`src/rtl/psr_pkg.sv`:
```
package psr_pkg;
  typedef enum logic [1:0] {
    OP_HOLD  = 2'd0,
    OP_LOAD  = 2'd1,
    OP_SHIFT = 2'd2
  } stage_op_e;
endpackage

```
`src/rtl/psr_clk_merge.sv`:
```
// Merges the two gated clock inputs and finds rising edges of their OR.
module psr_clk_merge (
  input  logic clk,
  input  logic rst,
  input  logic clk_a,
  input  logic clk_b,
  output logic rise
);
  logic comb_q;
  logic prev_q;

  // Both registers reset high, so the first cycles after reset never look like an edge.
  always_ff @(posedge clk) begin
    if (rst) begin
      comb_q <= 1'b1;
      prev_q <= 1'b1;
    end else begin
      comb_q <= clk_a | clk_b;
      prev_q <= comb_q;
    end
  end

  assign rise = comb_q & ~prev_q;

  // a detected edge lasts a single cycle.
  a_r8_single_pulse: assert property (@(posedge clk) disable iff (rst)
    rise |=> !rise);
endmodule

```
`src/rtl/psr_stage_chain.sv`:
```
// The register stages: parallel load, shift toward the last stage, or hold.
module psr_stage_chain
  import psr_pkg::*;
#(
  parameter int WIDTH = 8
) (
  input  logic             clk,
  input  logic             rst,
  input  stage_op_e        op,
  input  logic             ser_in,
  input  logic [WIDTH-1:0] par_in,
  output logic [WIDTH-1:0] stages
);
  for (genvar i = 0; i < WIDTH; i++) begin : g_stage
    logic shift_src;
    if (i == 0) begin : g_head
      assign shift_src = ser_in;
    end else begin : g_body
      assign shift_src = stages[i-1];
    end

    always_ff @(posedge clk) begin
      if (rst) begin
        stages[i] <= 1'b0;
      end else begin
        unique case (op)
          OP_LOAD:  stages[i] <= par_in[i];
          OP_SHIFT: stages[i] <= shift_src;
          default:  stages[i] <= stages[i];
        endcase
      end
    end
  end

  // a shift moves the serial bit into stage 0 and every other bit up one place.
  a_r3_shift_order: assert property (@(posedge clk) disable iff (rst)
    (op == OP_SHIFT) |=> stages == {$past(stages[WIDTH-2:0]), $past(ser_in)});
endmodule

```
`src/rtl/gated_piso_shreg.sv`:
```
// Top level: combines the edge detector, the load/shift decode and the stage chain.
module gated_piso_shreg
  import psr_pkg::*;
#(
  parameter int WIDTH = 8
) (
  input  logic             clk,
  input  logic             rst,
  input  logic             clk_a,
  input  logic             clk_b,
  input  logic             load_n,
  input  logic             ser_in,
  input  logic [WIDTH-1:0] par_in,
  output logic             ser_out,
  output logic             ser_out_n
);
  localparam int LAST = WIDTH - 1;

  logic             rise;
  logic             load_n_q;
  logic             shift_en;
  stage_op_e        op;
  logic [WIDTH-1:0] stages;

  psr_clk_merge u_merge (
    .clk   (clk),
    .rst   (rst),
    .clk_a (clk_a),
    .clk_b (clk_b),
    .rise  (rise)
  );

  // Remembers the previous load level, so an edge that overlapped the load is dropped.
  always_ff @(posedge clk) begin
    if (rst) load_n_q <= 1'b1;
    else     load_n_q <= load_n;
  end

  assign shift_en = rise & load_n & load_n_q;

  always_comb begin
    if (!load_n)       op = OP_LOAD;
    else if (shift_en) op = OP_SHIFT;
    else               op = OP_HOLD;
  end

  psr_stage_chain #(.WIDTH(WIDTH)) u_chain (
    .clk    (clk),
    .rst    (rst),
    .op     (op),
    .ser_in (ser_in),
    .par_in (par_in),
    .stages (stages)
  );

  assign ser_out   = stages[LAST];
  assign ser_out_n = ~stages[LAST];

  // reset leaves a cleared chain at the outputs.
  a_r1_reset_clear: assert property (@(posedge clk)
    rst |=> (stages == '0 && !ser_out && ser_out_n));

  // a low load level copies the parallel word.
  a_r2_load_copy: assert property (@(posedge clk) disable iff (rst)
    !load_n |=> stages == $past(par_in));

  // a combined clock that stayed high over two samples yields no shift.
  a_r4_inhibit_blocks: assert property (@(posedge clk) disable iff (rst)
    ($past(clk_a | clk_b) && $past(clk_a | clk_b, 2)) |-> !shift_en);
endmodule

```
`config.mk`:
```
export PLATFORM = sky130hd
export DESIGN_NAME = gated_piso_shreg
export DESIGN_NICKNAME = d
export VERILOG_FILES = /design/src/rtl/psr_pkg.sv /design/src/rtl/psr_clk_merge.sv /design/src/rtl/psr_stage_chain.sv /design/src/rtl/gated_piso_shreg.sv
export SDC_FILE = /design/constraint.sdc
export NUM_CORES = 1
export LEC_CHECK = 0
export ABC_AREA = 0
export CORE_AREA = 2 2 39 41
export DETAILED_ROUTE_END_ITERATION = 8
export DIE_AREA = 0 0 41 43
export PLACE_DENSITY = 0.72
export SLEW_MARGIN = 20
export SYNTH_ARGS = -nofsm -noshare
export SYNTH_HDL_FRONTEND = slang
export SYNTH_SLANG_ARGS = --single-unit
```
`constraint.sdc`:
```
create_clock -name clk -period 1.2 [get_ports clk]
set_input_delay 0.24 -clock clk [delete_from_list [all_inputs] [get_ports clk]]
set_output_delay 0.24 -clock clk [all_outputs]
set_load 0.05 [all_outputs]
```
==> run metrics, run 1 <==
data required time of the worst path=960 ps; post-route DRC violation count=0; detailed placer's ending HPWL=691.3 um; starting utilization of the core area=36.44%; quantity of I/O buffers inserted on ports=15; Post-Synthesis Cells=53; post-route worst hold slack=430.2 ps; worst vdd ir=402.4 uV; met2 wire length=455 um; Detailed Routing Iterations Pass 1=4; Overflow after GRT=0; Die Y=43 um; sequential standard cell area=221.5 um2; filler cell count=124; final cycle utilization of the critical path=90.38%; met3 layer wire length in the routed design=29 um; maximum number of pins on one net before global-route repair=13; setup skew after layout=0.7574 ps; number of library cell types mapped by synthesis=12; overall global routing resource usage=11.92%; ratio of cells with drive above 1 in the final layout=27.40%; run status=finished, final reports clean; die boundary width=41 um; H-tree lvl count=1; number of pins exceeding their max-slew limit in the final report=0; die footprint=1763 um2; share of the yosys chip area belonging to registers=43.67%; length of routed wiring on met1=411 um; crit end category=primary output; relative slew slack=84.79%; worst endpoint data arrival time=840 ps; slowest stage cell on the critical path=dfxtp_2; R2R Path Start=load_n_q; number of primary I/O pins=16; hold path endpoint=load_n_q; Max Buffers Root-to-Sink=2; routed len/inst=10.33 um; final net count=88; ordered list of cells on the worst path=inv_1, buf_12; critical path fanouts, max=3; maximum cell stage delay along the critical path=360 ps; area of the placeable core=1384 um2; Clock Sinks=11; Leakage Power=0.2910 nW; cell area after placement=695.7 um2; final hold violation count=0; clock root buffer=clkbuf_4; family of cells with the greatest summed delay on the critical path=flip-flops; total wirelength of the detailed-routed design=919 um; highest metal layer used by the detailed router=met4; maximum operating frequency=0.9221 GHz; startpoint of the worst hold path=load_n; type of the setup path with the least slack=reg2out; number of register bits inferred by synthesis=11; clock insertion delay at the later pin of the skew report=270 ps; worst slew pin tran=227.2 ps; setup slack of the most critical reg-to-reg path=170 ps; clock buffers created by TritonCTS=3; Worst Path Buf+Inv=2; worst hold path stage count=3; setup-violating endpoint count in the final report=0; synthesized area per cell=9.514 um2; most area-consuming cells after synthesis=dfxtp_1 (44%), a21oi_1 (16%), and2b_4 (14%), nand3_1 (7.9%), buf_6 (6.7%); maxcap violations=0; Area growth, synth to finish=44.42%; clock period minus worst slack=1085 ps; startpoint of the worst setup timing path=u_chain.stages[7]; via-per-instance ratio=4.753; first-pass GRT wire length=1352 um; cell area after technology mapping=504.2 um2; diode insertion count for antenna repair=0; CP Launch Type=register; via total after detailed routing=423; Power Density=1079 nW/um2; worst hold path class=in2reg; via count of the first global-routing pass=354; number of antenna-violating nets in the routed design=0; FF-to-FF path depth=4; GP Congestion=0.6821; Rows=14; Synth Net Count=67; RSZ-0062 raised after global routing=false; fraction of synthesized cell area taken by the top area cell type=43.67%; initial antenna violation count=0; DRT iter0 DRCs=16; CTS clock-pin slew for the worst setup and hold paths=60 ps; Warnings, synthesis=0; post-route cell area=728.2 um2; capturing point of the worst reg2reg path=u_chain.g_stage[6].shift_src; number of buffers added to fix hold violations after cts=0; multi-input combinational cell area=242.7 um2; CTS tree=done; largest area contributor in the synthesized netlist=dfxtp_1; post-CTS setup-driven buffer insertion count=0
-- cells in the final DEF, fill, tap and decap left out, types with 2 or more instances in the layout --
cell type,instances
dfxtp_1,10
clkdlybuf4s50_1,12
or2_1,2
nand3_1,8
buf_12,2
a21oi_1,16
and2b_4,7
clkbuf_4,3
buf_4,4
-- synth_stat cells --
master    number
nand3_1        8
or3_1          1
and2b_2        1
and4b_1        1
a21oi_1       16
inv_1          1
nand4b_2       1
and2b_4        7
buf_6          3
clkbuf_1       1
or2_1          2
dfxtp_1       11
-- sequential cells by signal, summed over array words and instances (netlist names) --
register and count:
u_chain.g_stage.shift_src 7, load_n_q 1, u_chain.stages 1, u_merge.comb_q 1, u_merge.prev_q 1
-- report_power, final --
part	internal, mW	switching, mW	leakage (nW)
registers	0.385	0.0119	0.0911
logic	0.0934	0.0498	0.185
clock network	0.129	0.117	0.0150
-- worst max-delay path by stage --
stage               slack [ps]  depth (start not counted)                      endpoint
floorplan                  210                          1                     ser_out_n
finish                     120                          2                     ser_out_n
detailed placement        -290                          5  u_chain.g_stage[3].shift_src
CTS                         10                          5  u_chain.g_stage[6].shift_src
global route                70                          2                     ser_out_n
global placement          -260                          5  u_chain.g_stage[3].shift_src
-- area by class of cell --
cell class              count  share of cell area (%)
multi-input cells          37                   33.33
flip-flops and latches     11                   30.41
repair buffers             20                   29.38
clock buffers               4                   3.608
well taps                  16                   2.749
inverters                   1                  0.5155
-- logic make-up (layout without fill, tap and decap cells) --
family / Yosys count / count (layout) / synth area share [%]
and+or+nand+nor: 21 / 21 / 32.26
AOI/OAI and AO/OA: 16 / 16 / 15.88
DFF: 11 / 11 / 43.67
buffers and inverters: 5 / 25 / 8.187
-- worst register-to-register path, cell delays in order, from the launching register on --
cell	delay, ps
dfxtp_1	320
and4b_1	200
buf_4	160
a21oi_1	150
a21oi_1	80
-- stage by stage --
stage          setup WS [ps]  setup TNS, ps  cells  power (mW)  utilization (%)
2_1_floorplan          205.4              0     53      0.4764                -
3_3_place_gp          -257.6          -1829     85      0.5447            50.27
3_5_place_dp          -288.6          -2122     85      0.5477            50.27
4_1_cts                10.21              0     89      0.7992            52.44
5_1_grt                67.84              0     89      0.8391            52.62
6_report               115.5              0     89      0.7854            52.62
-- timing repair --
item / CTS / global route
gates cloned: 0 / 0
gates resized for setup: 1 / 1
endpoints found under the setup margin: 2 / 7
-- per-layer routing --
metal | GRT usage (%) | vias to the layer above
met4 | 10.00 | 0
met5 | 0 | -
met3 | 3.141 | 2
met2 | 18.13 | 12
met1 | 12.79 | 185
li1 | - | 224
Power figures use the tool's default switching activity.
==> run 2: changes to the inputs <==
--- a/config.mk
+++ b/config.mk
@@ -7,10 +7,11 @@
 export LEC_CHECK = 0
 export ABC_AREA = 0
 export CORE_AREA = 2 2 39 41
+export CTS_BUF_LIST = sky130_fd_sc_hd__clkbuf_2
 export DETAILED_ROUTE_END_ITERATION = 8
 export DIE_AREA = 0 0 41 43
+export GPL_ROUTABILITY_DRIVEN = 0
 export PLACE_DENSITY = 0.72
-export SLEW_MARGIN = 20
 export SYNTH_ARGS = -nofsm -noshare
 export SYNTH_HDL_FRONTEND = slang
 export SYNTH_SLANG_ARGS = --single-unit
==> run metrics, run 2 (synthesis gave the netlist of run 1 again) <==
diode insertion count for antenna repair=0; number of flip-flops under the largest register name=7; worst hold path class=in2reg; maximum cell stage delay along the critical path=370 ps; die boundary width=41 um; Detailed Routing Iterations Pass 1=4; internal power summed over all cells=566.4 uW; quantity of I/O buffers inserted on ports=15; worst endpoint data arrival time=850 ps; starting utilization of the core area=36.44%; Leakage Power=0.2927 nW; overall global routing resource usage=11.92%; setup-violating endpoint count in the final report=0; final cycle utilization of the critical path=90.64%; area of the placeable core=1384 um2; clock buffers created by TritonCTS=3; total wirelength of the detailed-routed design=934 um; filler cell count=127; most frequent standard cell in the layout excluding fill and tap cells=a21oi_1; reported net switching power=180.1 uW; RSZ-0062 raised after global routing=false; overall power=746.5 uW; via count of the first global-routing pass=354; total negative slack=0 ps; ordered list of cells on the worst path=inv_1, buf_12; ratio of cells with drive above 1 in the final layout=28.77%; detailed placer's ending HPWL=691.3 um; first-pass GRT wire length=1352 um; worst vdd ir=386.8 uV; via total after detailed routing=429; relative slew slack=84.51%; Area growth, synth to finish=43.18%; slowest stage cell on the critical path=dfxtp_2; CTS tree=done; Max Buffers Root-to-Sink=2; maxcap violations=0; Rows=14; number of antenna-violating nets in the routed design=0; clock root buffer=clkbuf_2; Reg power frac=53.1%; die footprint=1763 um2; Die Y=43 um; run status=finished, final reports clean; CTS clock-pin slew for the worst setup and hold paths=100 ps; final hold violation count=0; top library cells by usage in the layout, fill and taps aside=a21oi_1 (16), clkdlybuf4s50_1 (12), dfxtp_1 (10); via-per-instance ratio=4.820; data required time of the worst path=960 ps; clock insertion delay at the later pin of the skew report=260 ps; R2R Path Start=u_merge.prev_q; type of the setup path with the least slack=reg2out; Clock Sinks=11; proportion of total power due to net switching=24.12%; clock power share=27.7%; Power Density=1034 nW/um2; setup skew after layout=0.8596 ps; worst slew pin tran=231.5 ps; critical path fanouts, max=3; multi-input combinational cell area=242.7 um2; startpoint of the worst hold path=load_n; Overflow after GRT=0; sequential standard cell area=221.5 um2; routed len/inst=10.49 um; DRT iter0 DRCs=14; number of buffers added to fix hold violations after cts=0; CP Launch Type=register; clock period minus worst slack=1088 ps; maximum operating frequency=0.9194 GHz; post-CTS setup-driven buffer insertion count=0; number of primary I/O pins=16; initial antenna violation count=0; H-tree lvl count=1; fraction of power consumed by combinational cells=19.2%; final net count=88; number of pins exceeding their max-slew limit in the final report=0; post-route DRC violation count=0; crit end category=primary output; startpoint of the worst setup timing path=u_chain.stages[7]; setup slack of the most critical reg-to-reg path=160 ps; maximum number of pins on one net before global-route repair=13
run 2: cell types whose count changed in the layout (fill, tap and decap cells not counted):
cell | before | now
clkbuf_2 | 0 | 4
clkbuf_4 | 3 | 0
clkbuf_1 | 1 | 0
run 2: what timing repair did:
item / in CTS / in global routing
gates cloned: 0 / 0
setup endpoints to repair: 1 / 4
resized for setup: 1 / 1
hold endpoints to repair: 0 / 0
run 2: worst paths after layout:
path / to / cells past startpoint
worst min register to register: u_chain.g_stage[4].shift_src / 2
worst max-delay path: ser_out_n / 2
worst min-delay path: load_n_q / 3
worst max register to register: u_chain.g_stage[7].shift_src / 4
run 2: power groups by stage:
stage               registers (mW)  clock network [mW]  logic, mW
floorplan                    0.407                   0     0.0690
global placement             0.404                   0      0.141
detailed placement           0.405                   0      0.143
CTS                          0.396               0.219      0.145
global route                 0.399               0.248      0.153
finish                       0.396               0.207      0.143
run 2: metal layers:
metal	share of wire (%)	vias up	global-route usage, %
met2	50	12	18.13
met5	0	-	0
met3	3.4	2	3.141
met1	45	190	12.79
li1	-	225	-
met4	2.1	0	10.00
run 2: layout make-up:
type | count | area share [%]
multi-input combinational | 37 | 33.62
sequential | 11 | 30.68
timing repair buffer | 20 | 29.64
clock buffer | 4 | 2.773
tap | 16 | 2.773
inverter | 1 | 0.5199
run 2: worst max-delay path: cells and delay by family, from the launching register on:
| kind | cells | cell delay [ps] |
|---|---|---|
| flops | 1 | 370 |
| buf+inv | 2 | 220 |
run 2: per-stage QoR:
step | cells | utilization [%] | hold WS [ps] | worst slack, ps | instance area, um2
6_report | 89 | 52.17 | 436.7 | 112.4 | 721.9
5_1_grt | 89 | 52.17 | 433.5 | 43.38 | 721.9
2_1_floorplan | 53 | - | 338.8 | 205.4 | 505.5
3_3_place_gp | 85 | 50.27 | 455.4 | -257.6 | 695.7
4_1_cts | 89 | 51.99 | 472.3 | 12.43 | 719.4
3_5_place_dp | 85 | 50.27 | 456.8 | -288.6 | 695.7
==> run 3: changes to the inputs <==
--- a/config.mk
+++ b/config.mk
@@ -6,10 +6,10 @@
 export NUM_CORES = 1
 export LEC_CHECK = 0
 export ABC_AREA = 0
-export CORE_AREA = 2 2 39 41
+export CORE_AREA = 4 4 41 43
 export CTS_BUF_LIST = sky130_fd_sc_hd__clkbuf_2
 export DETAILED_ROUTE_END_ITERATION = 8
-export DIE_AREA = 0 0 41 43
+export DIE_AREA = 0 0 45 47
 export GPL_ROUTABILITY_DRIVEN = 0
 export PLACE_DENSITY = 0.72
 export SYNTH_ARGS = -nofsm -noshare
==> run metrics, run 3 (synthesis gave the netlist of run 1 again) <==
CP Launch Type=register; critical path fanouts, max=3; Final Instance Count excl. Fillers=87; via-per-instance ratio=4.977; final net count=87; overall power=740.1 uW; Overflow after GRT=0; worst vdd ir=641.6 uV; clock buffers created by TritonCTS=3; Reg power frac=53.4%; R2R Path Start=load_n_q; post-route cell area=705.7 um2; data required time of the worst path=960 ps; top library cells by usage in the layout, fill and taps aside=a21oi_1 (16), clkdlybuf4s50_1 (12), dfxtp_1 (10); post-route worst hold slack=474.2 ps; overall global routing resource usage=11.01%; Rows=13; filler cell count=126; quantity of I/O buffers inserted on ports=15; clock insertion delay at the later pin of the skew report=250 ps; fraction of power consumed by combinational cells=18.8%; CTS clock-pin slew for the worst setup and hold paths=100 ps; final cycle utilization of the critical path=90.45%; Detailed Routing Iterations Pass 1=3; maximum operating frequency=0.9214 GHz; capturing point of the worst reg2reg path=u_chain.g_stage[7].shift_src; clock power share=27.8%; post-route DRC violation count=0; final hold violation count=0; Worst Setup EP=ser_out_n; most frequent standard cell in the layout excluding fill and tap cells=a21oi_1; Die Y=47 um; number of flip-flops under the largest register name=7; detailed placer's ending HPWL=710.5 um; proportion of total power due to net switching=23.99%; cell area after placement=686.9 um2; number of primary I/O pins=16; multi-input combinational cell area=242.7 um2; post-CTS setup-driven buffer insertion count=0; die boundary width=45 um; maximum number of pins on one net before global-route repair=10; PnR worst setup slack=114.7 ps; crit end category=primary output; post-placement setup slack=-294.2 ps; worst slew pin tran=228.6 ps; run status=finished, final reports clean; setup slack of the most critical reg-to-reg path=160 ps; routed len/inst=10.71 um; number of antenna-violating nets in the routed design=0; die footprint=2115 um2; DRT iter0 DRCs=4; number of pins exceeding their max-slew limit in the final report=0; FF-to-FF path depth=4; setup skew after layout=0.3050 ps; H-tree lvl count=1; initial antenna violation count=0; Clock Sinks=11; CTS tree=done; area of the placeable core=1301 um2; total negative slack=0 ps; clock root buffer=clkbuf_2; Area growth, synth to finish=39.95%; clock period minus worst slack=1085 ps; Power Density=1049 nW/um2; RSZ-0062 raised after global routing=false; startpoint of the worst setup timing path=u_chain.stages[7]; via count of the first global-routing pass=419; starting utilization of the core area=38.75%; placed instance count=83; sequential standard cell area=221.5 um2; post-route core utilization=54.23%; Leakage Power=0.2788 nW; ratio of cells with drive above 1 in the final layout=27.78%; diode insertion count for antenna repair=0; via total after detailed routing=433; total wirelength of the detailed-routed design=932 um; relative slew slack=84.70%; maxcap violations=0; first-pass GRT wire length=1635 um; worst hold path class=reg2reg; type of the setup path with the least slack=reg2out; setup-violating endpoint count in the final report=0; Max Buffers Root-to-Sink=2; reported net switching power=177.6 uW; worst endpoint data arrival time=850 ps; internal power summed over all cells=562.5 uW
## run 3: cell types whose count changed in the layout (fill, tap and decap cells not counted)
cell | previous run | this run
dlygate4sd2_1 | 0 | 1
dlymetal6s2s_1 | 1 | 0
buf_6 | 1 | 0
## run 3: critical path, cell delays in order (launching register included)
cell     delay (ps)
dfxtp_2         370
inv_1            70
buf_12          150
## run 3: power by group through the flow
stage          combinational, mW  clock, mW  sequential [mW]
2_1_floorplan             0.0690          0            0.407
3_3_place_gp               0.139          0            0.404
3_5_place_dp               0.140          0            0.404
4_1_cts                    0.140      0.214            0.395
5_1_grt                    0.150      0.242            0.399
6_report                   0.139      0.206            0.395
## run 3: repair_timing
action	CTS	global route
gates resized for setup	1	0
setup endpoints to repair	1	0
hold buffers	0	0
## run 3: metal layers
layer | share of wire [%] | vias up | wire, um | GRT usage, %
li1 | - | 223 | - | -
met1 | 41 | 194 | 385 | 11.01
met2 | 50 | 14 | 465 | 19.77
met3 | 8.0 | 2 | 75 | 5.747
met4 | 0.64 | 0 | 6 | 3.509
met5 | 0 | - | 0 | 0
## run 3: area by class of cell
cell class | instances | area share, %
Sequential cell | 11 | 31.38
Timing Repair Buffer | 19 | 28.19
Clock buffer | 4 | 2.837
Multi-Input combinational cell | 37 | 34.40
Inverter | 1 | 0.5319
Tap cell | 15 | 2.660
## run 3: how the worst min path moves through the flow
stage / slack [ps] / end / cells past startpoint / startpoint
floorplan: 340 / u_merge.comb_q / 1 / rst
global placement: 450 / u_chain.g_stage[5].shift_src / 2 / u_chain.g_stage[5].shift_src
detailed placement: 460 / u_chain.g_stage[4].shift_src / 2 / u_chain.g_stage[4].shift_src
CTS: 470 / u_chain.g_stage[5].shift_src / 2 / u_chain.g_stage[5].shift_src
global route: 510 / u_chain.g_stage[7].shift_src / 2 / u_chain.g_stage[7].shift_src
finish: 470 / u_chain.g_stage[4].shift_src / 2 / u_chain.g_stage[4].shift_src
